### config.mk
export PLATFORM = sky130hd
export DESIGN_NAME = uart_xcvr
export DESIGN_NICKNAME = d
export VERILOG_FILES = /design/src/rtl/uart_xcvr_pkg.sv /design/src/rtl/uart_xcvr_baud.sv /design/src/rtl/uart_xcvr_tx.sv /design/src/rtl/uart_xcvr_rx.sv /design/src/rtl/uart_xcvr.sv
export SDC_FILE = /design/constraint.sdc
export NUM_CORES = 1
export LEC_CHECK = 0
export ABC_AREA = 1
export CAP_MARGIN = 20
export CORE_MARGIN = 2
export CORE_UTILIZATION = 40
export CTS_CLUSTER_DIAMETER = 50
export CTS_CLUSTER_SIZE = 25
export DETAILED_ROUTE_END_ITERATION = 12
export DONT_BUFFER_PORTS = 1
export GPL_TIMING_DRIVEN = 0
export PLACE_DENSITY = 0.56
export SLEW_MARGIN = 20
export SYNTH_ARGS = -nofsm -noshare
export SYNTH_HDL_FRONTEND = slang
export SYNTH_HIERARCHICAL = 1
export SYNTH_SLANG_ARGS = --single-unit
### constraint.sdc
create_clock -name clk -period 3.9 [get_ports clk]
set_clock_uncertainty 0.15 [all_clocks]
set_input_delay 0.78 -clock clk [delete_from_list [all_inputs] [get_ports clk]]
set_output_delay 0.78 -clock clk [all_outputs]
set_load 0.1 [all_outputs]
### src/rtl/uart_xcvr_pkg.sv
package uart_xcvr_pkg;
  typedef enum logic [1:0] {PAR_NONE = 2'b00, PAR_ZERO = 2'b01, PAR_EVEN = 2'b10, PAR_ODD = 2'b11} par_mode_e;
  typedef enum logic [2:0] {RX_IDLE, RX_START, RX_DATA, RX_PAR, RX_STOP} rx_phase_e;

  // length code to data bit count; code 01 is rejected by the top
  function automatic logic [3:0] len_bits(input logic [1:0] code);
    case (code)
      2'b00:   return 4'd5;
      2'b10:   return 4'd7;
      default: return 4'd8;
    endcase
  endfunction
endpackage

### src/rtl/uart_xcvr_baud.sv
module uart_xcvr_baud #(
  parameter int DIVW = 16
) (
  input  logic            clk,
  input  logic            rst_n,
  input  logic [DIVW-1:0] div,
  output logic            tick
);
  logic [DIVW-1:0] cnt;

  always_ff @(posedge clk or negedge rst_n) begin
    if (!rst_n)          cnt <= '0;
    else if (cnt == '0)  cnt <= div;
    else                 cnt <= cnt - 1'b1;
  end

  assign tick = (cnt == '0);

  AST_BAUD_GAP: assert property (@(posedge clk) disable iff (!rst_n)
    tick && (div != '0) |=> !tick);
endmodule

### src/rtl/uart_xcvr_tx.sv
module uart_xcvr_tx
  import uart_xcvr_pkg::*;
#(
  parameter int DW  = 8,
  parameter int OSR = 16
) (
  input  logic          clk,
  input  logic          rst_n,
  input  logic          tick,
  input  logic          cfg_ok,
  input  logic [3:0]    nbits,
  input  logic          msb,
  input  logic          inv,
  input  par_mode_e     par,
  input  logic          irq_end,
  input  logic [DW-1:0] tx_data,
  input  logic          tx_valid,
  output logic          tx_ready,
  output logic          txd,
  output logic          tx_irq
);
  localparam int FW = DW + 3;
  localparam int CW = $clog2(OSR);
  localparam int IW = $clog2(DW);
  localparam int LW = $clog2(FW + 1);

  logic [DW-1:0] hold_q;
  logic          hold_full, busy;
  logic [FW-1:0] shreg, frame_d;
  logic [LW-1:0] left, nb_d;
  logic [CW-1:0] ph;
  logic          ones, load, last_edge;
  logic [3:0]    src;

  assign tx_ready  = cfg_ok && !hold_full;
  assign load      = hold_full && !busy;
  assign last_edge = busy && tick && (ph == CW'(OSR - 1)) && (left == LW'(1));
  assign txd       = busy ? shreg[0] : 1'b1;

  // frame assembled in line order, bit 0 leaves first
  always_comb begin
    frame_d    = '1;
    frame_d[0] = 1'b0;
    ones       = 1'b0;
    src        = '0;
    for (int i = 0; i < DW; i++) begin
      if (4'(i) < nbits) begin
        src          = msb ? (nbits - 4'd1 - 4'(i)) : 4'(i);
        frame_d[i+1] = hold_q[IW'(src)] ^ inv;
        ones         = ones ^ hold_q[IW'(src)];
      end
    end
    nb_d = LW'(nbits) + LW'(2);
    if (par != PAR_NONE) begin
      nb_d = nb_d + LW'(1);
      case (par)
        PAR_ZERO: frame_d[nbits + 4'd1] = 1'b0;
        PAR_EVEN: frame_d[nbits + 4'd1] = ones;
        default:  frame_d[nbits + 4'd1] = ~ones;
      endcase
    end
  end

  always_ff @(posedge clk or negedge rst_n) begin
    if (!rst_n) begin
      hold_q    <= '0;
      hold_full <= 1'b0;
      busy      <= 1'b0;
      shreg     <= '1;
      left      <= '0;
      ph        <= '0;
      tx_irq    <= 1'b0;
    end else begin
      tx_irq <= irq_end ? last_edge : load;
      if (load) begin
        shreg     <= frame_d;
        left      <= nb_d;
        ph        <= '0;
        busy      <= 1'b1;
        hold_full <= 1'b0;
      end else if (tx_valid && tx_ready) begin
        hold_q    <= tx_data;
        hold_full <= 1'b1;
      end
      if (busy && tick) begin
        if (ph == CW'(OSR - 1)) begin
          ph    <= '0;
          shreg <= {1'b1, shreg[FW-1:1]};
          left  <= left - LW'(1);
          if (left == LW'(1)) busy <= 1'b0;
        end else begin
          ph <= ph + CW'(1);
        end
      end
    end
  end

  AST_TX_READY_DROP: assert property (@(posedge clk) disable iff (!rst_n)
    tx_valid && tx_ready |=> !tx_ready);
  AST_TX_IRQ_PULSE: assert property (@(posedge clk) disable iff (!rst_n)
    tx_irq |=> !tx_irq);
endmodule

### src/rtl/uart_xcvr_rx.sv
module uart_xcvr_rx
  import uart_xcvr_pkg::*;
#(
  parameter int DW  = 8,
  parameter int OSR = 16
) (
  input  logic          clk,
  input  logic          rst_n,
  input  logic          tick,
  input  logic          cfg_ok,
  input  logic [3:0]    nbits,
  input  logic          msb,
  input  logic          inv,
  input  par_mode_e     par,
  input  logic          rxd_s,
  input  logic          rx_ready,
  input  logic          err_clear,
  output logic [DW-1:0] rx_data,
  output logic          rx_valid,
  output logic          rx_err,
  output logic          err_frame,
  output logic          err_parity,
  output logic          err_overrun,
  output logic          err_irq
);
  localparam int CW  = $clog2(OSR);
  localparam int IW  = $clog2(DW);
  localparam int MID = OSR / 2;

  rx_phase_e     phase;
  logic [CW-1:0] ph;
  logic [3:0]    idx;
  logic [DW-1:0] acc;
  logic          s_a, s_b, pacc, perr;
  logic          vote, par_exp, ferr, bitv;
  logic [IW-1:0] pos;

  assign vote    = (s_a & s_b) | (s_a & rxd_s) | (s_b & rxd_s);
  assign bitv    = vote ^ inv;
  assign pos     = msb ? IW'(nbits - 4'd1 - idx) : IW'(idx);
  assign par_exp = (par == PAR_ZERO) ? 1'b0 : (par == PAR_EVEN) ? pacc : ~pacc;
  assign ferr    = !vote;

  always_ff @(posedge clk or negedge rst_n) begin
    if (!rst_n) begin
      phase       <= RX_IDLE;
      ph          <= '0;
      idx         <= '0;
      acc         <= '0;
      s_a         <= 1'b1;
      s_b         <= 1'b1;
      pacc        <= 1'b0;
      perr        <= 1'b0;
      rx_data     <= '0;
      rx_valid    <= 1'b0;
      rx_err      <= 1'b0;
      err_frame   <= 1'b0;
      err_parity  <= 1'b0;
      err_overrun <= 1'b0;
      err_irq     <= 1'b0;
    end else begin
      err_irq <= 1'b0;
      if (err_clear) begin
        err_frame   <= 1'b0;
        err_parity  <= 1'b0;
        err_overrun <= 1'b0;
      end
      if (rx_valid && rx_ready) rx_valid <= 1'b0;
      if (tick) begin
        if (phase == RX_IDLE) begin
          ph <= '0;
          if (cfg_ok && !rxd_s) phase <= RX_START;
        end else begin
          ph <= (ph == CW'(OSR - 1)) ? '0 : ph + CW'(1);
          if (ph == CW'(MID - 1)) s_a <= rxd_s;
          if (ph == CW'(MID))     s_b <= rxd_s;
          if (ph == CW'(MID + 1)) begin
            case (phase)
              RX_START: if (vote) phase <= RX_IDLE;
              RX_DATA: begin
                acc[pos] <= bitv;
                pacc     <= pacc ^ bitv;
              end
              RX_PAR:  perr <= (vote != par_exp);
              RX_STOP: begin
                phase <= RX_IDLE;
                if (rx_valid && !rx_ready) begin
                  err_overrun <= 1'b1;
                  err_irq     <= 1'b1;
                end else begin
                  rx_data  <= acc;
                  rx_valid <= 1'b1;
                  rx_err   <= ferr | perr;
                  if (ferr)        err_frame  <= 1'b1;
                  if (perr)        err_parity <= 1'b1;
                  if (ferr | perr) err_irq    <= 1'b1;
                end
              end
              default: ;
            endcase
          end
          if (ph == CW'(OSR - 1)) begin
            case (phase)
              RX_START: begin
                phase <= RX_DATA;
                idx   <= '0;
                acc   <= '0;
                pacc  <= 1'b0;
                perr  <= 1'b0;
              end
              RX_DATA: begin
                if (idx == nbits - 4'd1) phase <= (par != PAR_NONE) ? RX_PAR : RX_STOP;
                else                     idx   <= idx + 4'd1;
              end
              RX_PAR:  phase <= RX_STOP;
              default: ;
            endcase
          end
        end
      end
    end
  end

  AST_RX_HOLD: assert property (@(posedge clk) disable iff (!rst_n)
    rx_valid && !rx_ready |=> rx_valid && $stable(rx_data) && $stable(rx_err));
  AST_OVR_STICKY: assert property (@(posedge clk) disable iff (!rst_n)
    err_overrun && !err_clear |=> err_overrun);
  AST_PAR_IRQ: assert property (@(posedge clk) disable iff (!rst_n)
    $rose(err_parity) |-> err_irq);
  AST_FRM_IRQ: assert property (@(posedge clk) disable iff (!rst_n)
    $rose(err_frame) |-> err_irq);
endmodule

### src/rtl/uart_xcvr.sv
module uart_xcvr
  import uart_xcvr_pkg::*;
#(
  parameter int DW   = 8,
  parameter int DIVW = 16,
  parameter int OSR  = 16
) (
  input  logic            clk,
  input  logic            rst_n,
  input  logic [DIVW-1:0] baud_div,
  input  logic [1:0]      cfg_len,
  input  logic            cfg_msb_first,
  input  logic            cfg_invert,
  input  logic [1:0]      cfg_parity,
  input  logic            cfg_irq_end,
  input  logic [DW-1:0]   tx_data,
  input  logic            tx_valid,
  output logic            tx_ready,
  output logic            txd,
  input  logic            rxd,
  output logic [DW-1:0]   rx_data,
  output logic            rx_valid,
  input  logic            rx_ready,
  output logic            rx_err,
  output logic            tx_irq,
  output logic            err_irq,
  output logic            err_frame,
  output logic            err_parity,
  output logic            err_overrun,
  input  logic            err_clear,
  output logic            err_cfg
);
  logic       tick, cfg_ok;
  logic [1:0] rxd_sync;
  logic [3:0] nbits;
  par_mode_e  par;

  assign err_cfg = (cfg_len == 2'b01);
  assign cfg_ok  = !err_cfg;
  assign nbits   = len_bits(cfg_len);
  assign par     = par_mode_e'(cfg_parity);

  always_ff @(posedge clk or negedge rst_n) begin
    if (!rst_n) rxd_sync <= 2'b11;
    else        rxd_sync <= {rxd_sync[0], rxd};
  end

  uart_xcvr_baud #(.DIVW(DIVW)) u_baud (
    .clk(clk), .rst_n(rst_n), .div(baud_div), .tick(tick)
  );

  uart_xcvr_tx #(.DW(DW), .OSR(OSR)) u_tx (
    .clk(clk), .rst_n(rst_n), .tick(tick), .cfg_ok(cfg_ok), .nbits(nbits),
    .msb(cfg_msb_first), .inv(cfg_invert), .par(par), .irq_end(cfg_irq_end),
    .tx_data(tx_data), .tx_valid(tx_valid), .tx_ready(tx_ready), .txd(txd),
    .tx_irq(tx_irq)
  );

  uart_xcvr_rx #(.DW(DW), .OSR(OSR)) u_rx (
    .clk(clk), .rst_n(rst_n), .tick(tick), .cfg_ok(cfg_ok), .nbits(nbits),
    .msb(cfg_msb_first), .inv(cfg_invert), .par(par), .rxd_s(rxd_sync[1]),
    .rx_ready(rx_ready), .err_clear(err_clear), .rx_data(rx_data),
    .rx_valid(rx_valid), .rx_err(rx_err), .err_frame(err_frame),
    .err_parity(err_parity), .err_overrun(err_overrun), .err_irq(err_irq)
  );

  AST_CFG_BLOCK: assert property (@(posedge clk) disable iff (!rst_n)
    err_cfg |-> !tx_ready);
endmodule

==> summary.txt, run 1 <==
Clock network
  – H-tree lvl count: 3
  – Root cell of the clock tree: clkbuf_16
  – Skew-Pair Late Insertion Delay: 0.35 ns
  – Total CTS buffers: 9
  – Sink Count: 85
  – Clock Tree Buf Depth: 2
  – CTS clk-pin slew, worst paths: 0.06 ns
  – CTS tree: done

Synthesis
  – Main flop type after synthesis: dfrtp_1
  – FF+latch count, synth: 85
  – Leading cell types by count after synthesis: 250 x nand2_1, 125 x inv_1, 90 x nand3_1, 89 x nor2_1, 70 x dfrtp_1
  – Most numerous cell in the Yosys netlist: nand2_1
  – Biggest area consumer among synthesized cells: dfrtp_1
  – Distinct cells, synth: 47
  – Post-Syn Nets: 956
  – Avg Cell Area, Syn: 6.87 sq um
  – Async SR Flop Fraction: 100%
  – Synth area leaders: dfrtp_1 28%, nand2_1 15%, inv_1 7.6%, nand3_1 7.3%, dfstp_2 6.4%
  – Mapped Area: 6150 sq um
  – Cells after Synth: 895
  – Sequential fraction of the synthesis area: 34.9%
  – Top cell type's share of synthesized area: 28.5%
  – Synth warn: 6
  – Number of synthesized flops with an enable pin: 0

Die
  – I/O Pins: 55
  – Die area: 16400 sq um
  – Die width: 128 microns
  – Die H: 128 microns
  – Core ar.: 15100 sq um
  – Rows: 45
  – Initial Util: 40.7%

STA
  – Slew headroom: 29.9%
  – Final Max Slew Viols: 0
  – Slew @ Worst Pin: 1.05 ns
  – Final period utilization: 90.6%
  – Setup_tns: 0 ns
  – Final setup vio count: 0
  – FMAX: 283 MHz
  – Final Critical Period: 3.53 ns
  – Hold Violations, Final: 0

Critical path
  – CP cell instances: inv_1, nor2_4, clkinvlp_4, ha_1, inv_1, nand2_1, inv_1, nand2_1, nand3_1, nand3_1, nand2_1, inv_2, nor2_1, nor2_1, nor2_1, nand2_1, nand2_1, nand2_1, nand3_2, nand2_2, o21ai_1, nand2_1, a21oi_1
  – Worst path max stage delay: 0.36 ns
  – CP Launch Type: input pin
  – CP endpoint kind: flip-flop
  – CP Data Required Time: 4.02 ns
  – Crit path DAT: 3.65 ns
  – Worst setup path category: input pin to flip-flop
  – Crit-path slowest cell: ha_1
  – CP max FO: 8
  – Worst path most repeated cell: nand2_1

Route
  – Remaining routing DRC violations: 0
  – DR vias/cell: 4.89
  – Iter 0 DRT Violations: 281
  – Drt first pass iters: 6
  – Final ANT Viol Nets: 0
  – Total number of vias: 5403
  – Final wirelength: 14100 microns
  – Wire per inst: 12.8 microns

Placed design
  – Area after DPL: 6420 sq um
  – HPWL Detailed: 10600 microns
  – Gpl congestion: 0.835
  – I/O Buffers: 0

Layout
  – Synth-to-layout area growth: 10.8%
  – # diodes: 0
  – Share of layout cells above drive strength 1: 12.1%
  – Fin nets: 973
  – Final Cell Area: 6810 sq um

Hold path
  – Hold WC Path Type: input pin to async pin

GRT
  – GR Layer Usage met3: 3.26%
  – First-pass GRT wire length: 24100 microns
  – Initial antenna violation count: 0
  – GR Layer Usage met2: 29.0%
  – GRT overflow: 0
  – GR peak layer: met2
  – GR Layer Usage met1: 25.3%
  – Vias in the first global route: 4948
  – GRT Total Usage: 18.2%
  – Largest net degree at the start of global routing: 71

Outcome
  – Status: finished clean

Power
  – Total power: 0.00265 W
  – Sequential power share: 39.3%
  – Power Density: 389 nW/um^2
  – Sw frac: 33.8%
  – Logic gate share of total power: 24.8%
  – Maximum VDD drop: 0.223 mV
  – Int Pwr: 0.00176 W
  – Clock Power Share: 35.9%
  – P_sw: 0.000896 W
  – Leak Pwr: 3.45 nW

Flow run
  – Max-cap violations: 0
placed cells by master (no fill, tap or decap), types with 3 or more instances in the layout:
cell type and count:
nand2_1 250, inv_1 124, nand3_1 90, nor2_1 87
dfrtp_1 70, a21oi_1 45, o21ai_0 41, ha_1 23
xor2_1 16, o21ai_2 16, dfstp_2 15, inv_2 15
nand4_1 14, clkbuf_16 9, o21ai_1 9, a31oi_1 8
buf_4 8, nor2_2 7, nand2_2 7, nor2_4 5
clkbuf_1 5, xnor2_1 4, nand3_2 4, buf_6 3
nor3_1 3
metrics by stage:
step                hold slack [ns]  instances  util (%)  setup WS, ns
floorplan                     0.195        895         -         0.529
global placement              0.197       1083      42.3        -0.331
detailed placement            0.199       1085      42.5        -0.404
CTS                           0.108       1102      44.9         0.229
global route                  0.108       1105      45.1     -0.000655
finish                        0.129       1105      45.1         0.368
critical path: cells and delay by family:
kind | cells | cell delay [ns]
AND/OR/NAND/NOR | 15 | 1.68
adder cells (fa/ha/maj) | 1 | 0.36
AO/OA/AOI/OAI | 2 | 0.27
buffers and inverters | 5 | 0.55
logic make-up (layout without fill, tap and decap cells):
group | after synthesis | count (layout) | share of synthesized area [%]
buffers and inverters | 158 | 180 | 10.4
multiplexers | 1 | 1 | 0.183
adder cells (fa/ha/maj) | 24 | 24 | 5.01
flip-flops | 85 | 85 | 34.9
AND/OR/NAND/NOR | 475 | 475 | 33.7
AO/OA/AOI/OAI | 131 | 131 | 12.5
XOR/XNOR | 21 | 21 | 3.30
state kept, by name (all words and copies together) (netlist names), 2 cells and up:
name,cells
u_rx/ph,4
u_rx/acc,8
u_rx/phase,3
u_rx/rx_data,8
u_tx/hold_q,8
u_tx/ph,4
u_tx/shreg,11
u_tx/left,4
rxd_sync,2
u_rx/idx,4
u_baud/cnt,16
what timing repair did:
item | in CTS | in global routing
gates cloned | 0 | 0
hold buffers | 1 | 0
gates resized for setup | 1 | 4
hold endpoints to repair | 70 | 0
setup endpoints to repair | 7 | 9
buffers inserted | 0 | 3
layer usage:
layer	wire (microns)	share of wire, %
met5	0	0
met4	146	1.0
met3	552	3.9
met2	6400	45
met1	7050	50
power groups by stage:
stage / combinational (W) / sequential (W) / clock, W
final: 0.000657 / 0.00104 / 0.000953
after global routing: 0.000761 / 0.00105 / 0.00103
after CTS: 0.000653 / 0.00104 / 0.000990
after detailed placement: 0.000632 / 0.00106 / 0
after global placement: 0.000618 / 0.00106 / 0
after floorplan: 0.000507 / 0.00105 / 0
final cells by class:
class | instances | area, sq um
Multi-Input combinational cell | 652 | 3380
Sequential cell | 85 | 2150
Inverter | 142 | 539
Timing Repair Buffer | 6 | 81.3
Tap cell | 188 | 235
Fill cell | 1562 | 8280
Buffer | 16 | 104
Clock buffer | 9 | 225
Clock inverter | 7 | 105
path summary, 6_finish.rpt:
path	from	endpoint	slack (ns)	cells past startpoint
max in group asynchronous	rst_n	u_tx/hold_q[5]$_DFFE_PN0P_	3.12	1
worst max register to register	u_baud/cnt[0]$_DFF_PN0_	u_tx/busy$_DFF_PN0_	1.11	10
worst max-delay path	cfg_len[1]	u_tx/shreg[2]$_DFF_PN1_	0.37	23
min in group clk	rxd_sync[0]$_DFF_PN1_	rxd_sync[1]$_DFF_PN1_	0.21	0
worst min register to register	rxd_sync[0]$_DFF_PN1_	rxd_sync[1]$_DFF_PN1_	0.21	0
worst min-delay path	rst_n	u_tx/shreg[1]$_DFF_PN1_	0.13	0
No activity file was read; power rests on OpenSTA's default activity.
==> inputs of run 2 (changes only) <==
PLACE_DENSITY = 0.58   (was 0.56)
clock period = 3.1 ns   (was 3.9 ns; I/O delays follow)
==> run 2 against run 1 <==
Net effect: the run now ends with hold timing left; non-clock buffer count fell by 5; global-route usage rose by 0.34 points; sequential share of layout area rose by 0.075 points; final cell count fell by 0.45%; total power rose by 20%; register-to-register slack got worse by 0.85 ns; sequential power rose by 27%; count of clock-buffer cells in the layout rose by 3; via count rose by 0.22%; utilization fell by 0.11 points; critical path depth fell by 2; largest power group unchanged.
==> summary.txt, run 2 (same netlist as run 1, synthesis figures left out) <==
Die
  – Die width: 128 microns (unchanged)
  – Rows: 45 (unchanged)
  – I/O Pins: 55 (unchanged)
  – Die H: 128 microns (unchanged)
  – Core ar.: 15100 sq um (unchanged)
  – Die area: 16400 sq um (unchanged)
  – Initial Util: 40.7% (unchanged)

Clock network
  – H-tree lvl count: 3 (unchanged)
  – Clock Tree Buf Depth: 2 (unchanged)
  – CTS clk-pin slew, worst paths: 0.07 ns (about the same)
  – Sink Count: 85 (unchanged)
  – Skew-Pair Late Insertion Delay: 0.35 ns (about the same)
  – Root cell of the clock tree: clkbuf_16
  – CTS tree: done
  – Total CTS buffers: 9 (unchanged)

GRT
  – Vias in the first global route: 5190 (+4.9%)
  – Largest net degree at the start of global routing: 86 (+21%)
  – Initial antenna violation count: 0 (unchanged)
  – GRT overflow: 0 (unchanged)
  – GRT Total Usage: 18.6% (+0.34 points)
  – First-pass GRT wire length: 24500 microns (+1.9%)

Route
  – Drt first pass iters: 5 (-1)
  – DR vias/cell: 4.92 (+0.68%)
  – Iter 0 DRT Violations: 283 (+0.71%)
  – Remaining routing DRC violations: 0 (unchanged)
  – Wire per inst: 12.8 microns (+0.32%)
  – Final ANT Viol Nets: 0 (unchanged)
  – Total number of vias: 5415 (+0.22%)
  – Final wirelength: 14100 microns (-0.13%)

Placed design
  – Gpl congestion: 0.829 (-0.75%)
  – Placed Cells: 1083 (-0.18%)
  – I/O Buffers: 0 (unchanged)
  – HPWL Detailed: 10700 microns (+1.1%)

STA
  – Hold Violations, Final: 1 (+1)
  – Hold WS: -0.000152 ns (-0.130 ns)
  – Slew headroom: 29.9% (+0.033 points)
  – Final setup vio count: 0 (unchanged)
  – FMAX: 346 MHz
  – Final Max Slew Viols: 0 (unchanged)
  – Final period utilization: 93.1%
  – Final Critical Period: 2.89 ns
  – Slew @ Worst Pin: 1.05 ns (-0.000491 ns)
  – Setup_tns: 0 ns (unchanged)

Layout
  – Most frequent cells in the layout: 246 x nand2_1, 121 x inv_1, 86 x nor2_1, 83 x nand3_1, 70 x dfrtp_1
  – Largest register FFs: 16 (unchanged)
  – Post-layout util: 45.0% (-0.11 points)
  – Share of layout cells above drive strength 1: 13.7% (+1.6 points)
  – Post-Layout Cell Count: 1100 (-0.45%)
  – Regs by FF count: u_baud/cnt x16, u_tx/shreg x11
  – # diodes: 0 (unchanged)
  – Number of fill cells: 1565 (+0.19%)
  – Most common library cell in the layout ignoring fill and taps: nand2_1
  – Top reg by flops: u_baud/cnt
  – Synth-to-layout area growth: 10.5%
  – Fin nets: 968 (-0.51%)

Critical path
  – WP buf/inv: 4 (-1)
  – Delay-heaviest family, CP: simple AND/OR/NAND/NOR gates
  – Worst path max stage delay: 0.35 ns (about the same)
  – CP Launch Type: input pin
  – Worst path most repeated cell: nand2_1
  – CP endpoint kind: flip-flop
  – Crit-path slowest cell: ha_1
  – CP cell instances: inv_1, nor2_4, inv_4, ha_1, nand2_1, inv_1, nand3_1, nand3_1, nand2_2, inv_2, nor2_1, nor2_1, nor2_1, nand2_1, nand2_1, nand2_1, nand3_2, nand2_4, o21ai_1, nand2_1, a21oi_1
  – Worst setup path category: input pin to flip-flop
  – Crit path DAT: 3.01 ns (-0.64 ns)
  – CP Data Required Time: 3.23 ns (-0.79 ns)
  – CP max FO: 8 (unchanged)

Power
  – Maximum VDD drop: 0.336 mV (+50%)
  – Clock Power Share: 31.5% (-4.4 points)
  – Int Pwr: 0.00206 W (+17%)
  – Total power: 0.00318 W (+20%)
  – P_sw: 0.00112 W (+25%)
  – Logic gate share of total power: 27.1% (+2.3 points)
  – Leak Pwr: 3.42 nW (-0.72%)
  – Sw frac: 35.1% (+1.3 points)
  – Power Density: 468 nW/um^2 (+20%)
  – Sequential power share: 41.4% (+2.1 points)

Outcome
  – Status: complete, but fails checks
  – Failing checks: hold timing

Flow run
  – Max-cap violations: 0 (unchanged)

Hold path
  – Hold WC Path Type: input pin to async pin
## run 2: power groups by stage
stage | sequential (W) | combinational (W) | clock (W)
2_1_floorplan | 0.00132 | 0.000639 | 0
3_3_place_gp | 0.00133 | 0.000777 | 0
6_report | 0.00132 | 0.000862 | 0.00100
3_5_place_dp | 0.00133 | 0.000787 | 0
5_1_grt | 0.00133 | 0.000988 | 0.00109
4_1_cts | 0.00132 | 0.000821 | 0.00105
## run 2: worst paths after layout
| kind | startpoint | to | slack (ns) | cells after the start |
|---|---|---|---|---|
| worst min register to register | rxd_sync[0]$_DFF_PN1_ | rxd_sync[1]$_DFF_PN1_ | 0.21 | 0 |
| worst max register to register | u_baud/cnt[0]$_DFF_PN0_ | u_tx/busy$_DFF_PN0_ | 0.26 | 10 |
| max in group asynchronous | rst_n | u_tx/hold_q[2]$_DFFE_PN0P_ | 2.41 | 1 |
| min in group clk | rxd | rxd_sync[0]$_DFF_PN1_ | 0.12 | 0 |
| worst min-delay path | rst_n | u_tx/left[0]$_DFF_PN0_ | -0.0002 | 1 |
| worst max-delay path | cfg_len[1] | u_tx/shreg[5]$_DFF_PN1_ | 0.21 | 21 |
## run 2: metrics by stage
step / worst slack, ns / cell area (sq um)
floorplan: 0.00918 / 6160
global placement: -0.725 / 6390
detailed placement: -0.704 / 6400
CTS: 0.0567 / 6730
global route: -0.00327 / 6800
finish: 0.212 / 6800
## run 2: final cells by class
type                    instances  area, sq um  share of cell area (%)
multi-input cells             652         3470                    51.0
flip-flops and latches         85         2150                    31.6
inverters                     142          546                    8.03
clock buffers                  12          246                    3.63
well taps                     188          235                    3.46
plain buffers                  15         96.3                    1.42
repair buffers                  2         35.0                   0.516
clock inverters                 4         25.0                   0.368
## run 2: routing by layer
metal | routed length, microns | GRT usage, %
met1 | 6930 | 24.8
met2 | 6320 | 29.7
met3 | 698 | 4.97
met4 | 180 | 5.37
met5 | 0 | 0
## run 2: timing repair
action / CTS / global route
hold buffers: 1 / 0
setup endpoints to repair: 11 / 11
resized for setup: 7 / 22
buffers inserted: 1 / 0
hold endpoints to repair: 85 / 0
pin swaps: 2 / 4
==> inputs of run 3 (changes only) <==
ABC_AREA = unset   (was 1)
==> run 3 against run 2 <==
Net effect: the run ends with setup timing left; global-route usage is 1.2 points higher; sequential power increased by 23%; combinational power up 88%; critical endpoint is now u_tx/shreg[8]$_DFF_PN1_; largest cell class unchanged; largest power group unchanged.
==> summary.txt, run 3 <==
Power
  – Maximum VDD drop: 0.284 mV (-15%)
  – Power Density: 595 nW/um^2 (+27%)
  – Total power: 0.00440 W (+38%)
  – Leak Pwr: 2.96 nW (-13%)

Synthesis
  – Simple-gate share of the synthesized area: 21.8% (-12 points)
  – Largest family of logic cells by synthesized area: simple AND/OR/NAND/NOR gates
  – Number of synthesized flops with an enable pin: 0 (unchanged)
  – Synth area leaders: dfrtp_1 29%, dfstp_2 6.5%, a21oi_1 4.9%, ha_1 4.8%, mux2_2 4.5%
  – Mux share of post-synthesis cell area: 7.76% (+7.6 points)
  – Main flop type after synthesis: dfrtp_1
  – Distinct cells, synth: 85 (+81%)
  – Async SR Flop Fraction: 100% (unchanged)
  – Xor and xnor fraction of the mapped netlist area: 6.02% (+2.7 points)
  – Leading cell types by count after synthesis: 70 x dfrtp_1, 62 x nor2_1, 59 x a21oi_1, 59 x nand2_1, 28 x inv_1
  – Top cell type's share of synthesized area: 29.0% (+0.48 points)
  – Sequential fraction of the synthesis area: 35.5% (+0.58 points)
  – Biggest area consumer among synthesized cells: dfrtp_1
  – Synth Area in Compound Gates: 17.9% (+5.4 points)
  – Cells after Synth: 665 (-26%)
  – Synth Area in Adders: 5.44% (+0.44 points)
  – Avg Cell Area, Syn: 9.09 sq um (+32%)
  – Synth warn: 6 (unchanged)
  – Post-Syn Nets: 726 (-24%)
  – FF+latch count, synth: 85 (unchanged)
  – Mapped Area: 6050 sq um (-1.6%)
  – Most numerous cell in the Yosys netlist: dfrtp_1

Layout
  – # diodes: 0 (unchanged)
  – Share of layout cells above drive strength 1: 26.6% (+13 points)
  – Final Cell Area: 7390 sq um (+8.8%)
  – Largest register FFs: 16 (unchanged)
  – Most frequent cells in the layout: 69 x dfrtp_1, 60 x nor2_1, 58 x nand2_1, 54 x a21oi_1, 49 x buf_4
  – Most common library cell in the layout ignoring fill and taps: dfrtp_1
  – Regs by FF count: u_baud/cnt x16, u_tx/shreg x11
  – Fin nets: 782 (-19%)
  – Synth-to-layout area growth: 22.2%
  – Top reg by flops: u_baud/cnt
  – Post-Layout Cell Count: 909 (-17%)

Clock network
  – Total CTS buffers: 9 (unchanged)
  – CTS tree: done
  – H-tree lvl count: 3 (unchanged)
  – Skew-Pair Late Insertion Delay: 0.35 ns (about the same)
  – Sink Count: 85 (unchanged)
  – Clock Tree Buf Depth: 2 (unchanged)
  – CTS clk-pin slew, worst paths: 0.06 ns (about the same)
  – Root cell of the clock tree: clkbuf_16

STA
  – FMAX: 283 MHz (-18%)
  – Slew @ Worst Pin: 1.13 ns (+0.0819 ns)
  – Slew headroom: 24.2% (-5.7 points)
  – RSZ-0062 raised after global routing: yes
  – Hold Violations, Final: 0 (-1)
  – Final Critical Period: 3.53 ns (+0.647 ns)
  – Final Max Slew Viols: 0 (unchanged)
  – Hold WS: 0.0273 ns (+0.0274 ns)
  – Final period utilization: 114% (+21 points)
  – Setup_tns: -4.55 ns (-4.55 ns)
  – Worst setup margin: -0.435 ns (-0.647 ns)
  – Final setup vio count: 12 (+12)

Outcome
  – Failing checks: setup timing
  – Status: complete, but fails checks

Route
  – DR top layer: met4
  – Final ANT Viol Nets: 0 (unchanged)
  – Met2 wire length: 7550 microns (+20%)
  – Total number of vias: 5221 (-3.6%)
  – Wl on met1: 6960 microns (+0.42%)
  – Iter 0 DRT Violations: 327 (+16%)
  – DR vias/cell: 5.74 (+17%)
  – Wire per inst: 17.2 microns (+34%)
  – Final wirelength: 15600 microns (+11%)
  – Met3 Routed Length: 743 microns (+6.4%)
  – Remaining routing DRC violations: 0 (unchanged)
  – Drt first pass iters: 5 (unchanged)

Placed design
  – Area after DPL: 6320 sq um (-1.2%)
  – Gpl congestion: 0.900 (+8.6%)
  – HPWL Detailed: 10800 microns (+1.3%)
  – I/O Buffers: 0 (unchanged)
  – Placed Cells: 849 (-22%)

Critical path
  – CP cell instances: nor2b_4, buf_6, clkinvlp_4, ha_4, buf_6, mux2i_4, a31oi_4, o32ai_4, maj3_2, a221oi_2, xnor3_2, mux2_4, o31ai_4
  – Flop2flop setup slack: 0.03 ns (-0.23 ns)
  – FF-to-FF End: u_tx/shreg[8]$_DFF_PN1_
  – WP buf/inv: 3 (-1)
  – Crit path DAT: 3.65 ns (+0.64 ns)
  – CP Data Required Time: 3.22 ns (about the same)
  – Delay-heaviest family, CP: compound AO/OA/AOI/OAI gates
  – Critical path depth: 13 (-38%)
  – CP endpoint kind: flip-flop
  – CP Launch Type: input pin
  – Worst path max stage delay: 0.45 ns (+0.10 ns)
  – RR Startpoint: u_tx/hold_q[4]$_DFFE_PN0P_
  – Worst path most repeated cell: buf_6
  – CP max FO: 8 (unchanged)
  – Critical path launch point: cfg_len[1]
  – Worst r2r path cells: 9 (-1)
  – Worst setup path category: input pin to flip-flop
  – Crit-path slowest cell: xnor3_2
  – CP endpoint: u_tx/shreg[8]$_DFF_PN1_

GRT
  – GRT Total Usage: 19.8% (+1.2 points)
  – First-pass GRT wire length: 25800 microns (+5.2%)
  – Vias in the first global route: 5179 (-0.21%)
  – Largest net degree at the start of global routing: 86 (unchanged)
  – Initial antenna violation count: 0 (unchanged)
  – GRT overflow: 0 (unchanged)

Die
  – Rows: 44 (-2.2%)
  – Die H: 127 microns (-0.80%)
  – Die width: 127 microns (-0.80%)
  – I/O Pins: 55 (unchanged)
  – Die area: 16100 sq um (-1.6%)
  – Core ar.: 14600 sq um (-3.0%)
  – Initial Util: 41.3% (+0.55 points)

Flow run
  – Max-cap violations: 0 (unchanged)

Hold path
  – Hold WC Path Type: input pin to async pin
run 3: kinds of logic (layout without fill, tap and decap cells):
logic type | after synthesis | in the layout
and+or+nand+nor | 256 | 256
AOI/OAI and AO/OA | 161 | 161
DFF | 85 | 85
buffers and inverters | 61 | 121
muxes | 40 | 40
xor gates and xnor gates | 36 | 36
adders and majority gates | 26 | 26
run 3: repair_timing:
item                                   4_1_cts  5_1_grt
endpoints found under the hold margin       85        0
resized for setup                           31       36
cloned                                       0        0
pin swaps                                    9       16
setup endpoints to repair                   40       33
hold buffers                                 1        0
buffers inserted                            33       14
run 3: where the power goes:
group	switching (W)	total, W	leakage [nW]	internal (W)
sequential	0.000300	0.00163	0.987	0.00133
clock	0.000446	0.00115	0.153	0.000706
combinational	0.000782	0.00162	1.82	0.000834
run 3: worst min path at each step:
| stage | from | to | slack (ns) | depth (start not counted) |
|---|---|---|---|---|
| after floorplan | rst_n | u_baud/cnt[0]$_DFF_PN0_ | 0.17 | 0 |
| after global placement | rst_n | u_tx/hold_q[0]$_DFFE_PN0P_ | 0.18 | 0 |
| after detailed placement | rst_n | u_tx/left[0]$_DFF_PN0_ | 0.18 | 0 |
| after CTS | rst_n | u_tx/tx_irq$_DFF_PN0_ | 0.05 | 1 |
| after global routing | rst_n | u_tx/tx_irq$_DFF_PN0_ | 0.06 | 1 |
| final | rst_n | u_tx/tx_irq$_DFF_PN0_ | 0.03 | 1 |
run 3: layout make-up:
type	instances	area (sq um)
tap	184	230
clock buffer	10	229
multi-input combinational	519	3950
inverter	28	120
timing repair buffer	47	380
buffer	31	249
sequential	85	2150
fill	1309	7250
clock inverter	5	86.3
run 3: through the flow:
stage          worst slack (ns)  util [%]
5_1_grt                  -0.531      50.5
6_report                 -0.435      50.5
4_1_cts                  -0.384      48.3
2_1_floorplan            -0.682         -
3_5_place_dp              -1.26      43.1
3_3_place_gp              -1.22      43.1
run 3: metal layers:
metal	up-vias	GRT usage (%)
li1	2516	-
met1	2554	26.2
met2	128	32.4
met3	23	3.46
met4	0	7.63
met5	-	0
